[src/rtl/can_bt_pkg.sv]
package can_bt_pkg;

   // default field widths of the packed configuration word
   localparam int DEF_BRP_W = 10;
   localparam int DEF_SJW_W = 2;
   localparam int DEF_TS1_W = 4;
   localparam int DEF_TS2_W = 3;

   // default field positions (fixed by the register layout a neighbour writes)
   localparam int DEF_BRP_LSB  = 0;
   localparam int DEF_SJW_LSB  = 14;
   localparam int DEF_TS1_LSB  = 16;
   localparam int DEF_TS2_LSB  = 20;
   localparam int DEF_TRIP_POS = 23;
   localparam int DEF_CFG_W    = 24;

   // width of a position counter able to hold a full bit length
   localparam int DEF_POS_W =
      $clog2(1 + (1 << DEF_TS1_W) + (1 << DEF_TS2_W) + 1);

   function automatic logic maj3(input logic a, input logic b, input logic c);
      return (a & b) | (a & c) | (b & c);
   endfunction

endpackage

[src/rtl/cbt_prescaler.sv]
module cbt_prescaler #(
   parameter int BRP_W = can_bt_pkg::DEF_BRP_W
) (
   input  logic             clk,
   input  logic             rst_n,
   input  logic [BRP_W-1:0] brp_m1,
   output logic             tq_tick
);

   logic [BRP_W-1:0] div_q;

   assign tq_tick = (div_q == brp_m1);

   always_ff @(posedge clk) begin
      if (!rst_n) begin
         div_q <= '0;
      end else if (tq_tick) begin
         div_q <= '0;
      end else begin
         div_q <= div_q + BRP_W'(1);
      end
   end

endmodule

[src/rtl/cbt_sampler.sv]
module cbt_sampler #(
   parameter bit TRIPLE_EN = 1'b1
) (
   input  logic clk,
   input  logic rst_n,
   input  logic tq_tick,
   input  logic rx_line,
   input  logic triple_sel,
   input  logic take,
   output logic rx_bit
);

   logic vote;

   generate
      if (TRIPLE_EN) begin : g_vote3
         // line values seen at the two previous quantum ticks
         logic [1:0] hist_q;

         always_ff @(posedge clk) begin
            if (!rst_n) begin
               hist_q <= 2'b11;
            end else if (tq_tick) begin
               hist_q <= {hist_q[0], rx_line};
            end
         end

         assign vote = triple_sel ? can_bt_pkg::maj3(hist_q[1], hist_q[0], rx_line)
                                  : rx_line;
      end else begin : g_vote1
         logic unused_sel;
         assign unused_sel = triple_sel ^ tq_tick;
         assign vote       = rx_line;
      end
   endgenerate

   always_ff @(posedge clk) begin
      if (!rst_n) begin
         rx_bit <= 1'b1;
      end else if (take) begin
         rx_bit <= vote;
      end
   end

endmodule

[src/rtl/cbt_sequencer.sv]
module cbt_sequencer #(
   parameter int SJW_W = can_bt_pkg::DEF_SJW_W,
   parameter int TS1_W = can_bt_pkg::DEF_TS1_W,
   parameter int TS2_W = can_bt_pkg::DEF_TS2_W,
   parameter int POS_W = can_bt_pkg::DEF_POS_W
) (
   input  logic             clk,
   input  logic             rst_n,
   input  logic             tq_tick,
   input  logic             rx_line,
   input  logic             bus_idle,
   input  logic [SJW_W-1:0] sjw_m1,
   input  logic [TS1_W-1:0] ts1_m1,
   input  logic [TS2_W-1:0] ts2_m1,
   output logic             take,
   output logic             sample_stb,
   output logic             tx_stb,
   output logic [POS_W-1:0] pos_o,
   output logic [POS_W-1:0] nq_o
);

   localparam logic [POS_W-1:0] ONE = POS_W'(1);

   logic [POS_W-1:0] ts1, ts2, sjw, nq, last;
   logic [POS_W-1:0] pos_q, pos_nx;
   logic [POS_W-1:0] late_corr, early_err, skip_pos;
   logic             rx_prev, sync_done;
   logic             edge_seen, hard_sync, resync, in_ph2;
   logic             bit_start, jump;

   assign ts1  = POS_W'(ts1_m1) + ONE;
   assign ts2  = POS_W'(ts2_m1) + ONE;
   assign sjw  = POS_W'(sjw_m1) + ONE;
   assign nq   = ONE + ts1 + ts2;
   assign last = nq - ONE;

   // falling edge between the previous and the current quantum tick
   assign edge_seen = tq_tick & rx_prev & ~rx_line;
   assign hard_sync = edge_seen & bus_idle;
   assign resync    = edge_seen & ~bus_idle & ~sync_done & (pos_q != '0);
   assign in_ph2    = (pos_q > ts1);

   assign late_corr = (pos_q < sjw) ? pos_q : sjw;
   assign early_err = nq - pos_q;
   assign skip_pos  = pos_q + ONE + sjw;

   always_comb begin
      pos_nx    = pos_q;
      bit_start = 1'b0;
      jump      = 1'b0;
      if (tq_tick) begin
         if (hard_sync) begin
            // quantum holding the edge becomes the sync quantum
            pos_nx    = ONE;
            bit_start = 1'b1;
            jump      = 1'b1;
         end else if (resync && !in_ph2) begin
            // late edge: stretch segment one
            pos_nx = pos_q + ONE - late_corr;
            jump   = 1'b1;
         end else if (resync) begin
            // early edge: cut segment two
            if (early_err <= sjw) begin
               pos_nx    = ONE;
               bit_start = 1'b1;
            end else if (skip_pos == nq) begin
               pos_nx    = '0;
               bit_start = 1'b1;
            end else begin
               pos_nx = skip_pos;
            end
         end else if (pos_q == last) begin
            pos_nx    = '0;
            bit_start = 1'b1;
         end else begin
            pos_nx = pos_q + ONE;
         end
      end
   end

   assign take  = tq_tick & (pos_q == ts1) & ~jump;
   assign pos_o = pos_q;
   assign nq_o  = nq;

   always_ff @(posedge clk) begin
      if (!rst_n) begin
         pos_q      <= '0;
         rx_prev    <= 1'b1;
         sync_done  <= 1'b0;
         sample_stb <= 1'b0;
         tx_stb     <= 1'b0;
      end else begin
         pos_q <= pos_nx;
         if (tq_tick) begin
            rx_prev <= rx_line;
         end
         if (take) begin
            sync_done <= 1'b0;
         end else if (hard_sync || resync) begin
            sync_done <= 1'b1;
         end
         sample_stb <= take;
         tx_stb     <= bit_start;
      end
   end

endmodule

[src/rtl/can_bit_timer.sv]
module can_bit_timer #(
   parameter int CFG_W     = can_bt_pkg::DEF_CFG_W,
   parameter int BRP_W     = can_bt_pkg::DEF_BRP_W,
   parameter int SJW_W     = can_bt_pkg::DEF_SJW_W,
   parameter int TS1_W     = can_bt_pkg::DEF_TS1_W,
   parameter int TS2_W     = can_bt_pkg::DEF_TS2_W,
   parameter int BRP_LSB   = can_bt_pkg::DEF_BRP_LSB,
   parameter int SJW_LSB   = can_bt_pkg::DEF_SJW_LSB,
   parameter int TS1_LSB   = can_bt_pkg::DEF_TS1_LSB,
   parameter int TS2_LSB   = can_bt_pkg::DEF_TS2_LSB,
   parameter int TRIP_POS  = can_bt_pkg::DEF_TRIP_POS,
   parameter bit TRIPLE_EN = 1'b1
) (
   input  logic             clk,
   input  logic             rst_n,
   input  logic [CFG_W-1:0] cfg_word,
   input  logic             rx_line,
   input  logic             bus_idle,
   output logic             rx_bit,
   output logic             sample_stb,
   output logic             tx_stb
);

   localparam int NQ_MAX = 1 + (1 << TS1_W) + (1 << TS2_W);
   localparam int POS_W  = $clog2(NQ_MAX + 1);

   generate
      if (BRP_LSB + BRP_W > CFG_W) begin : g_bad_brp
         $error("prescaler field exceeds configuration word");
      end
      if (SJW_LSB + SJW_W > CFG_W) begin : g_bad_sjw
         $error("jump width field exceeds configuration word");
      end
      if (TS1_LSB + TS1_W > CFG_W) begin : g_bad_ts1
         $error("segment one field exceeds configuration word");
      end
      if (TS2_LSB + TS2_W > CFG_W) begin : g_bad_ts2
         $error("segment two field exceeds configuration word");
      end
      if (TRIP_POS >= CFG_W) begin : g_bad_trip
         $error("triple-sample select outside configuration word");
      end
      if (SJW_W > TS1_W || SJW_W > TS2_W) begin : g_bad_jump
         $error("jump width field wider than a phase segment field");
      end
      if (POS_W != can_bt_pkg::DEF_POS_W) begin : g_bad_posw
         $error("position width differs from the bound checker width");
      end
   endgenerate

   logic [BRP_W-1:0] brp_m1;
   logic [SJW_W-1:0] sjw_m1;
   logic [TS1_W-1:0] ts1_m1;
   logic [TS2_W-1:0] ts2_m1;
   logic             triple_sel;
   logic             unused_cfg;

   assign brp_m1     = cfg_word[BRP_LSB +: BRP_W];
   assign sjw_m1     = cfg_word[SJW_LSB +: SJW_W];
   assign ts1_m1     = cfg_word[TS1_LSB +: TS1_W];
   assign ts2_m1     = cfg_word[TS2_LSB +: TS2_W];
   assign triple_sel = cfg_word[TRIP_POS];
   assign unused_cfg = ^cfg_word;

   logic             tq_tick;
   logic             take;
   logic [POS_W-1:0] seq_pos;
   logic [POS_W-1:0] seq_nq;

   cbt_prescaler #(.BRP_W(BRP_W)) u_prescaler (
      .clk     (clk),
      .rst_n   (rst_n),
      .brp_m1  (brp_m1),
      .tq_tick (tq_tick)
   );

   cbt_sequencer #(
      .SJW_W (SJW_W),
      .TS1_W (TS1_W),
      .TS2_W (TS2_W),
      .POS_W (POS_W)
   ) u_sequencer (
      .clk        (clk),
      .rst_n      (rst_n),
      .tq_tick    (tq_tick),
      .rx_line    (rx_line),
      .bus_idle   (bus_idle),
      .sjw_m1     (sjw_m1),
      .ts1_m1     (ts1_m1),
      .ts2_m1     (ts2_m1),
      .take       (take),
      .sample_stb (sample_stb),
      .tx_stb     (tx_stb),
      .pos_o      (seq_pos),
      .nq_o       (seq_nq)
   );

   cbt_sampler #(.TRIPLE_EN(TRIPLE_EN)) u_sampler (
      .clk        (clk),
      .rst_n      (rst_n),
      .tq_tick    (tq_tick),
      .rx_line    (rx_line),
      .triple_sel (triple_sel),
      .take       (take),
      .rx_bit     (rx_bit)
   );

endmodule

[config.mk]
export PLATFORM = sky130hd
export DESIGN_NAME = can_bit_timer
export DESIGN_NICKNAME = d
export VERILOG_FILES = /design/src/rtl/can_bt_pkg.sv /design/src/rtl/cbt_prescaler.sv /design/src/rtl/cbt_sampler.sv /design/src/rtl/cbt_sequencer.sv /design/src/rtl/can_bit_timer.sv
export SDC_FILE = /design/constraint.sdc
export NUM_CORES = 1
export LEC_CHECK = 0
export BUFFER_PORTS_ARGS = -buffer_cell sky130_fd_sc_hd__buf_2
export CAP_MARGIN = 0
export CORE_MARGIN = 2
export CORE_UTILIZATION = 35
export DETAILED_ROUTE_END_ITERATION = 16
export GPL_TIMING_DRIVEN = 0
export SLEW_MARGIN = 20
export SYNTH_ARGS = -nofsm -noshare
export SYNTH_HDL_FRONTEND = slang
export SYNTH_SLANG_ARGS = --single-unit
[constraint.sdc]
create_clock -name clk -period 3.1 [get_ports clk]
set_input_delay 0.31 -clock clk [delete_from_list [all_inputs] [get_ports clk]]
set_output_delay 0.31 -clock clk [all_outputs]
set_load 0.02 [all_outputs]
Word-level counts from Yosys, hierarchy flattened
Index checks and enable logic that the tools add are counted.
W data, S select, Z words.
- register bits after elaboration: 22
- input port bits: 28
- output and inout bits: 3
- logic and storage cells: 68
- add/sub/neg operators: 11
- magnitude comparators: 3
- eq/ne operators: 4
- mux-type cells: 17
- bitwise logic cells: 18
- reductions and logical operators: 7
- operators by type and width (cell ; number):
    $mux W5 ; 7
    $eq A5 B5 Y1 ; 3
    $and A1 B1 Y1 ; 11
    $add A10 B1 Y10 const B ; 1
    $add A5 B5 Y5 ; 2
    $eq A10 B10 Y1 ; 1
    $mux W1 ; 10
    $sub A5 B5 Y5 ; 2
    $add A1 B5 Y5 const A ; 1
    $add A4 B1 Y5 const B ; 1
    $add A5 B1 Y5 const B ; 1
    $gt A5 B5 Y1 ; 1
    $le A5 B5 Y1 ; 1
    $lt A5 B5 Y1 ; 1
    $not A1 Y1 ; 5
    $reduce_bool A5 Y1 ; 1
    $sub A5 B1 Y5 const B ; 1
    $add A3 B1 Y4 const B ; 1
    $reduce_or A2 Y1 ; 2
    $add A2 B1 Y3 const B ; 1
    $or A1 B1 Y1 ; 2
    $reduce_and A2 Y1 ; 1
    $logic_and A1 B1 Y1 ; 1
    $logic_not A1 Y1 ; 1
    $logic_or A1 B1 Y1 ; 1

Longest topological paths before layout
Gate-level depths: netlist of the first run.
- depth after elaboration: 13
- mapped depth: 17
- depth with buffers taken out: 17

Cells and area by module
Synthesis of the first run repeated with hierarchy kept, for this count alone.
- cells, all modules: 276
- area total of the unflattened synthesis: 2391.0 um^2
- by module, submodules not included (module ; instances ; cells an instance ; area an instance (um^2)):
    cbt_sequencer ; 1 ; 205 ; 1716.6
    cbt_prescaler ; 1 ; 58 ; 546.8
    cbt_sampler ; 1 ; 13 ; 127.6

Least setup slack after synthesis of the first run
Ideal clock, no wire load.
- path type: input -> register
- start: input cfg_word[20]
- end: register u_sequencer.tx_stb
- library setup time: 0.122 ns
- arrival time: 3.088 ns
- data required time: 2.978 ns
- slack: -0.110 ns
- cell stages on the path: 14
- path buffers: 0
- cells stage by stage: ha_1 inv_1 fa_1 xor2_1 inv_2 ha_1 xor2_1 ha_1 nand3_1 o21ai_0 o21ai_1 o32ai_2 and2_4 o311a_1
- cells in the longest elaborated chain, start to end: 8
- ends and longest elaborated chain (element ; RTL line ; text):
    start: declaration ; can_bit_timer.sv:16 ; input logic [CFG_W-1:0] cfg_word,
    $add A3 B1 Y4 (*) ; cbt_sequencer.sv:32 ; assign ts2 = POS_W'(ts2_m1) + ONE;
    $add A5 B5 Y5 (*) ; cbt_sequencer.sv:34 ; assign nq = ONE + ts1 + ts2;
    $sub A5 B5 Y5, or another cell as far along ; cbt_sequencer.sv:44 ; assign early_err = nq - pos_q;
    $le A5 B5 Y1, or another cell as far along ; cbt_sequencer.sv:63 ; if (early_err <= sjw) begin
    $mux W1, on equally long branches ; cbt_sequencer.sv:63, cbt_sequencer.sv:72 ;
    $mux W1 (*) ; cbt_sequencer.sv:61 ; end else if (resync) begin
    $mux W1 (*) ; cbt_sequencer.sv:57 ; end else if (resync && !in_ph2) begin
    $mux W1 (*) ; cbt_sequencer.sv:52 ; if (hard_sync) begin
    end signal: assignment ; cbt_sequencer.sv:103 ; tx_stb <= bit_start;
    end: declaration ; cbt_sequencer.sv:17 ; output logic tx_stb,
Mark *: on every way between the ends. The rest lies on a longest branch, timed or not.
A chain may end at the register's enable or synchronous reset.

Worst setup path in the final report of the first run
Same ends and word-level chain as after synthesis.

==> run metrics, run 1 <==
Static Leak 1.29 nW; CP startpoint kind input pin; async set or reset register ratio after synthesis 0; critical path, cell by cell buf_4 > ha_4 > inv_2 > fa_2 > inv_2 > fa_2 > xor2_1 > ha_1 > nand3_2 > o21ai_2 > o21ai_2 > o32ai_2 > and2_4 > o311a_1; WL/cell approximately 15 microns; fin crit period ~3.0 ns; Crit Path Class input pin to register; CP endpoint kind register; slowest stage delay, CP 0.54 ns; Seq/Total Area, Yosys 0.179; Crit. Startpoint cfg_word[20]; Post-Route WL between 5 and 6 mm; CTS tree done; Synth Area per Inst 8.23 sq um; Syn Inst Count 285; core area ~6400 sq um; most common cell after layout, fill and taps aside nor2_1; clk_lat worst skew 0.26 ns; period utilization 0.973; RSZ-0062 raised after global routing true; worst reg2reg setup slack roughly 0.12 ns; worst hold margin around 0.3 ns; R2R cell count 16; post-synth top area cell dfxtp_1; final hold vios 0; worst slew pin tran 0.676 ns; Critical Path RT between 3 and 4 ns; data arrival time of the worst path 3.17 ns; vias in the first global route 2128; DR pass1 iterations 6; hold bufs inserted after CTS 0; Hold Path Class input pin to register; syn nets 349; Setup TNS 0 ns; Root Driver clkbuf_8; post-synth top area share 0.179; design area 3010 sq um; first-pass GRT wire length 9.58 mm; antenna viol nets, final 0; placed cells approximately 390; Vias 2199; Vias/cell 5.35; most frequent cells in the layout nor2_1, xnor2_1, buf_2, ha_1, buf_4; # fillers 609; Final setup viols 0; Post-Route Skew 0.00538 ns; status complete, no violations; Post-synth EDFFs 0; hold path start rx_line; row cnt 29; initial antenna violation count 0; placed inst area 2580 sq um; RD Place Congestion 0.895; Initial Utilization 0.365; YS warnings 0; Primary FF master, synth dfxtp_1; Synth Cell Area 2350 sq um; CP max FO 3; fin cells around 400; DRT iter0 DRCs about 90; io pins 31; Die W 85.9 microns; pwr dens 317 nW/um^2; die area 7370 sq um; worst flop-to-flop path startpoint u_sequencer.pos_o[0]; GRT overflow 0; layout cells sized above 1 0.308; nets 399; Slowest-stage cell, CP fa_2; total CTS buffers 3; FF+latch count, synth 21; gr usage total 0.158; clock buffer depth 2; Clock transition at path regs roughly 0.08 ns; pin count of the biggest net entering global routing 12; Worst Hold End u_sampler.g_vote3.hist_q[0]; reg2reg end u_sequencer.pos_o[4]; Max Cap Viol 0; Slew headroom 0.546; Max VDD drop 190 uV; Area growth, synth to finish 28.2%; DRC 0; Worst Hold Depth 3; Highest Clock Rate about 330 MHz; clock sink total 21; synth top area cells dfxtp_1, ha_1, xnor2_1; deepest level of the CTS H-tree 1; unique cell type count in the Yosys netlist 53; die height between 80 and 90 microns; # port buffers 26; number of antenna cells inserted 0; Pins Over Slew Limit 0; DP Wirelength 4.40 mm
area by class of cell:
type | instances | area (sq um) | share of cell area
timing repair buffer | 45 | 298 | 0.0990
inverter | 24 | 105 | 0.0350
buffer | 6 | 35.0 | 0.0117
sequential | 21 | 428 | 0.142
multi-input combinational | 234 | 2000 | 0.665
tap | 77 | 96.3 | 0.0320
clock buffer | 4 | 45.0 | 0.0150
Yosys cell counts (all sizes together) (3+ instances only):
library cell	number
a21o	7
a21oi	16
a31oi	4
and2	3
and3	8
buf	4
dfxtp	21
fa	4
ha	32
inv	23
nand2	13
nand2b	4
nand3	17
nand4	4
nor2	28
nor3	5
nor4	3
o21ai	13
o31ai	3
or2	3
xnor2	27
xor2	17
how the worst max path moves through the flow:
stage / end / slack [ns] / cells past startpoint
final: u_sequencer.tx_stb / 0.08 / 14
after detailed placement: u_sequencer.pos_o[4] / -0.49 / 17
after global routing: u_sequencer.pos_o[4] / -0.11 / 16
after CTS: u_sequencer.pos_o[4] / -0.01 / 15
after global placement: u_sequencer.tx_stb / -0.46 / 15
after floorplan: u_sequencer.tx_stb / 0.003 / 14
registers in the layout, summed over array words and instances, names as in the netlist:
name                      count
u_sampler.rx_bit              1
u_sequencer.tx_stb            1
u_prescaler.div_q            10
u_sequencer.pos_o             5
u_sequencer.sample_stb        1
u_sampler.g_vote3.hist_q      2
u_sequencer.sync_done         1
cells by family (layout without fill, tap and decap cells):
logic type / Yosys count / count (layout) / synth area share
other: 1 / 1 / 0.00160
XOR/XNOR: 45 / 45 / 0.183
adder cells (fa/ha/maj): 36 / 36 / 0.205
multiplexers: 2 / 2 / 0.00853
AND/OR/NAND/NOR: 96 / 96 / 0.212
flip-flops: 21 / 21 / 0.179
buffers and inverters: 30 / 79 / 0.0544
AO/OA/AOI/OAI: 54 / 54 / 0.156
report_power, final:
part | internal [mW] | switching (mW)
sequential | 0.271 | 0.00400
clock | 0.0915 | 0.0885
combinational | 0.245 | 0.252
total | 0.608 | 0.344
worst max-delay path: cells and delay by family:
kind                       cells  cell delay, ns
and+or+nand+nor                2            0.25
buffers and inverters          3            0.22
adders and majority gates      4            1.53
xor gates and xnor gates       1            0.17
AOI/OAI and AO/OA              4            0.68
routing by layer:
metal	up-vias	track usage	part of all wire
met4	0	0.0433	0.014
met2	42	0.268	0.50
met3	9	0.0269	0.037
met5	-	0	0
li1	1097	-	-
met1	1051	0.206	0.45
stage by stage:
| stage | util | power [mW] | setup slack [ns] |
|---|---|---|---|
| floorplan | - | 0.568 | 0.00292 |
| global placement | 0.402 | 0.642 | -0.461 |
| detailed placement | 0.402 | 0.648 | -0.490 |
| CTS | 0.423 | 0.875 | -0.0142 |
| global route | 0.468 | 1.01 | -0.109 |
| finish | 0.468 | 0.952 | 0.0823 |
repair_timing:
| action | 4_1_cts | 5_1_grt |
|---|---|---|
| buffers inserted | 3 | 16 |
| resized for setup | 11 | 44 |
| pin swaps | 6 | 27 |
| endpoints found under the setup margin | 6 | 6 |
Power figures use the tool's default switching activity.
==> run 2, diff against run 1 <==
--- a/config.mk
+++ b/config.mk
@@ -8,9 +8,10 @@
 export BUFFER_PORTS_ARGS = -buffer_cell sky130_fd_sc_hd__buf_2
 export CAP_MARGIN = 0
 export CORE_MARGIN = 2
-export CORE_UTILIZATION = 35
+export CORE_UTILIZATION = 53
 export DETAILED_ROUTE_END_ITERATION = 16
 export GPL_TIMING_DRIVEN = 0
+export PLACE_DENSITY = 0.77
 export SLEW_MARGIN = 20
 export SYNTH_ARGS = -nofsm -noshare
 export SYNTH_HDL_FRONTEND = slang
==> run 2 against run 1 <==
Compared with the run above: clock power is essentially flat; combinational power grew 0.8%; first-iteration DRC count grew 33%; cell count shrank 6.6%; global-route usage grew 6.9 points; flip-flop and latch count is the same; utilization grew 22 points; hold slack gained 0.011 ns; clock skew shrank 0.00051 ns; largest cell class unchanged.
==> run metrics, run 2 (same netlist as run 1, synthesis figures left out) <==
core area 4290 sq um; clock power share 0.187; CP startpoint kind input pin; die area 4970 sq um; DP Wirelength approximately 4.3 mm; # port buffers 26; Pins Over Slew Limit 0; status complete, no violations; Vias/cell 5.84; # fillers 338; total CTS buffers 3; CTS tree done; most common cell after layout, fill and taps aside nor2_1; pin count of the biggest net entering global routing 13; register share of total power 0.288; fin crit period 3.06 ns; NetSw 0.347 mW; worst hold margin 0.311 ns; Comb pwr share 0.525; initial antenna violation count 0; Max Cap Viol 0; Initial Utilization 0.546; Vias approximately 2200; pwr dens roughly 320 nW/um^2; Slew headroom 0.501; Post-Route Skew 0.00487 ns; Final setup viols 0; first-pass GRT wire length 9.27 mm; Seq. cell area 428 sq um; vias in the first global route 2073; period utilization 0.987; antenna viol nets, final 0; DRC 0; Hold Path Class input pin to register; io pins 31; crit-path leading delay family adder cells; Internal 0.607 mW; max reg flops 10; worst slew pin tran 0.744 ns; Setup TNS 0 ns; Die W 70.5 microns; DR pass1 iterations 4; Clock transition at path regs 0.07 ns; clk_lat worst skew 0.26 ns; Static Leak 1.28 nW; slowest stage delay, CP 0.56 ns; deepest level of the CTS H-tree 1; fin cells about 380; WL/cell roughly 15 microns; Slowest-stage cell, CP fa_2; gr usage total 0.227; layout cells sized above 1 0.295; dpl ws -0.519 ns; Critical Path RT roughly 3.3 ns; GRT overflow 0; RD Place Congestion roughly 0.95; final worst slack ~0.04 ns; number of antenna cells inserted 0; nets 397; data arrival time of the worst path 3.21 ns; die height 70.5 microns; RSZ-0062 raised after global routing true; CP max FO 4; hold bufs inserted after CTS 0; largest reg by FF count u_prescaler.div_q; CP endpoint kind register; Post-Route WL 5.88 mm; Root Driver clkbuf_8; Area growth, synth to finish 25.7%; post-layout util 0.686; row cnt 24; placed cells 363; DRT iter0 DRCs between 100 and 150; critical path, cell by cell buf_8 > ha_4 > inv_4 > fa_2 > inv_2 > fa_2 > xor2_2 > ha_1 > nand3_2 > o21ai_2 > o21ai_2 > o32ai_2 > and2_4 > o311a_1; Crit Path Class input pin to register; final hold vios 0; clock sink total 21; switching power share of the total 0.364; WP buf/inv 3; most frequent cells in the layout nor2_1, xnor2_1, buf_2, ha_1, dfxtp_1; Max VDD drop 188 uV; Highest Clock Rate 327 MHz; multi-input combinational cell area 1980 sq um; clock buffer depth 2
-- run 2: layer usage --
metal | track usage | vias to the layer above | routed length, microns
li1 | - | 1096 | -
met1 | 0.307 | 1062 | 2520
met5 | 0 | - | 0
met2 | 0.382 | 66 | 2890
met4 | 0.0629 | 0 | 146
met3 | 0.0328 | 17 | 330
-- run 2: area by class of cell --
type | instances | area share
Inverter | 24 | 0.0357
Timing Repair Buffer | 43 | 0.0993
Sequential cell | 21 | 0.145
Multi-Input combinational cell | 234 | 0.670
Buffer | 6 | 0.0119
Tap cell | 52 | 0.0221
Clock inverter | 1 | 0.00170
Clock buffer | 3 | 0.0140
-- run 2: what timing repair did --
action / in CTS / in global routing
resized for setup: 8 / 42
endpoints found under the setup margin: 5 / 6
setup buffers: 3 / 14
pin swaps: 6 / 25
-- run 2: power groups by stage --
stage | registers [mW] | logic (mW) | clock network, mW
floorplan | 0.282 | 0.286 | 0
global placement | 0.283 | 0.355 | 0
detailed placement | 0.283 | 0.371 | 0
CTS | 0.277 | 0.422 | 0.184
global route | 0.276 | 0.552 | 0.196
finish | 0.275 | 0.501 | 0.178
-- run 2: final timing paths --
| path | start | to | slack (ns) | cells past startpoint |
|---|---|---|---|---|
| hold / removal | rx_line | u_sampler.g_vote3.hist_q[0] | 0.31 | 3 |
| setup / recovery | cfg_word[16] | u_sequencer.tx_stb | 0.04 | 14 |
| hold reg to reg | u_sampler.rx_bit | u_sampler.rx_bit | 0.47 | 2 |
| setup reg to reg | u_sequencer.pos_o[1] | u_sequencer.pos_o[4] | 0.14 | 14 |
-- run 2: worst min-delay path, delay by kind of cell --
| family | cells | cell delay [ns] |
|---|---|---|
| buffers and inverters | 1 | 0.11 |
| and+or+nand+nor | 2 | 0.12 |
-- run 2: stage by stage --
stage          area [sq um]  power [mW]
6_report               2950       0.954
5_1_grt                2950        1.02
4_1_cts                2680       0.883
3_5_place_dp           2550       0.655
3_3_place_gp           2550       0.639
2_1_floorplan          2360       0.568
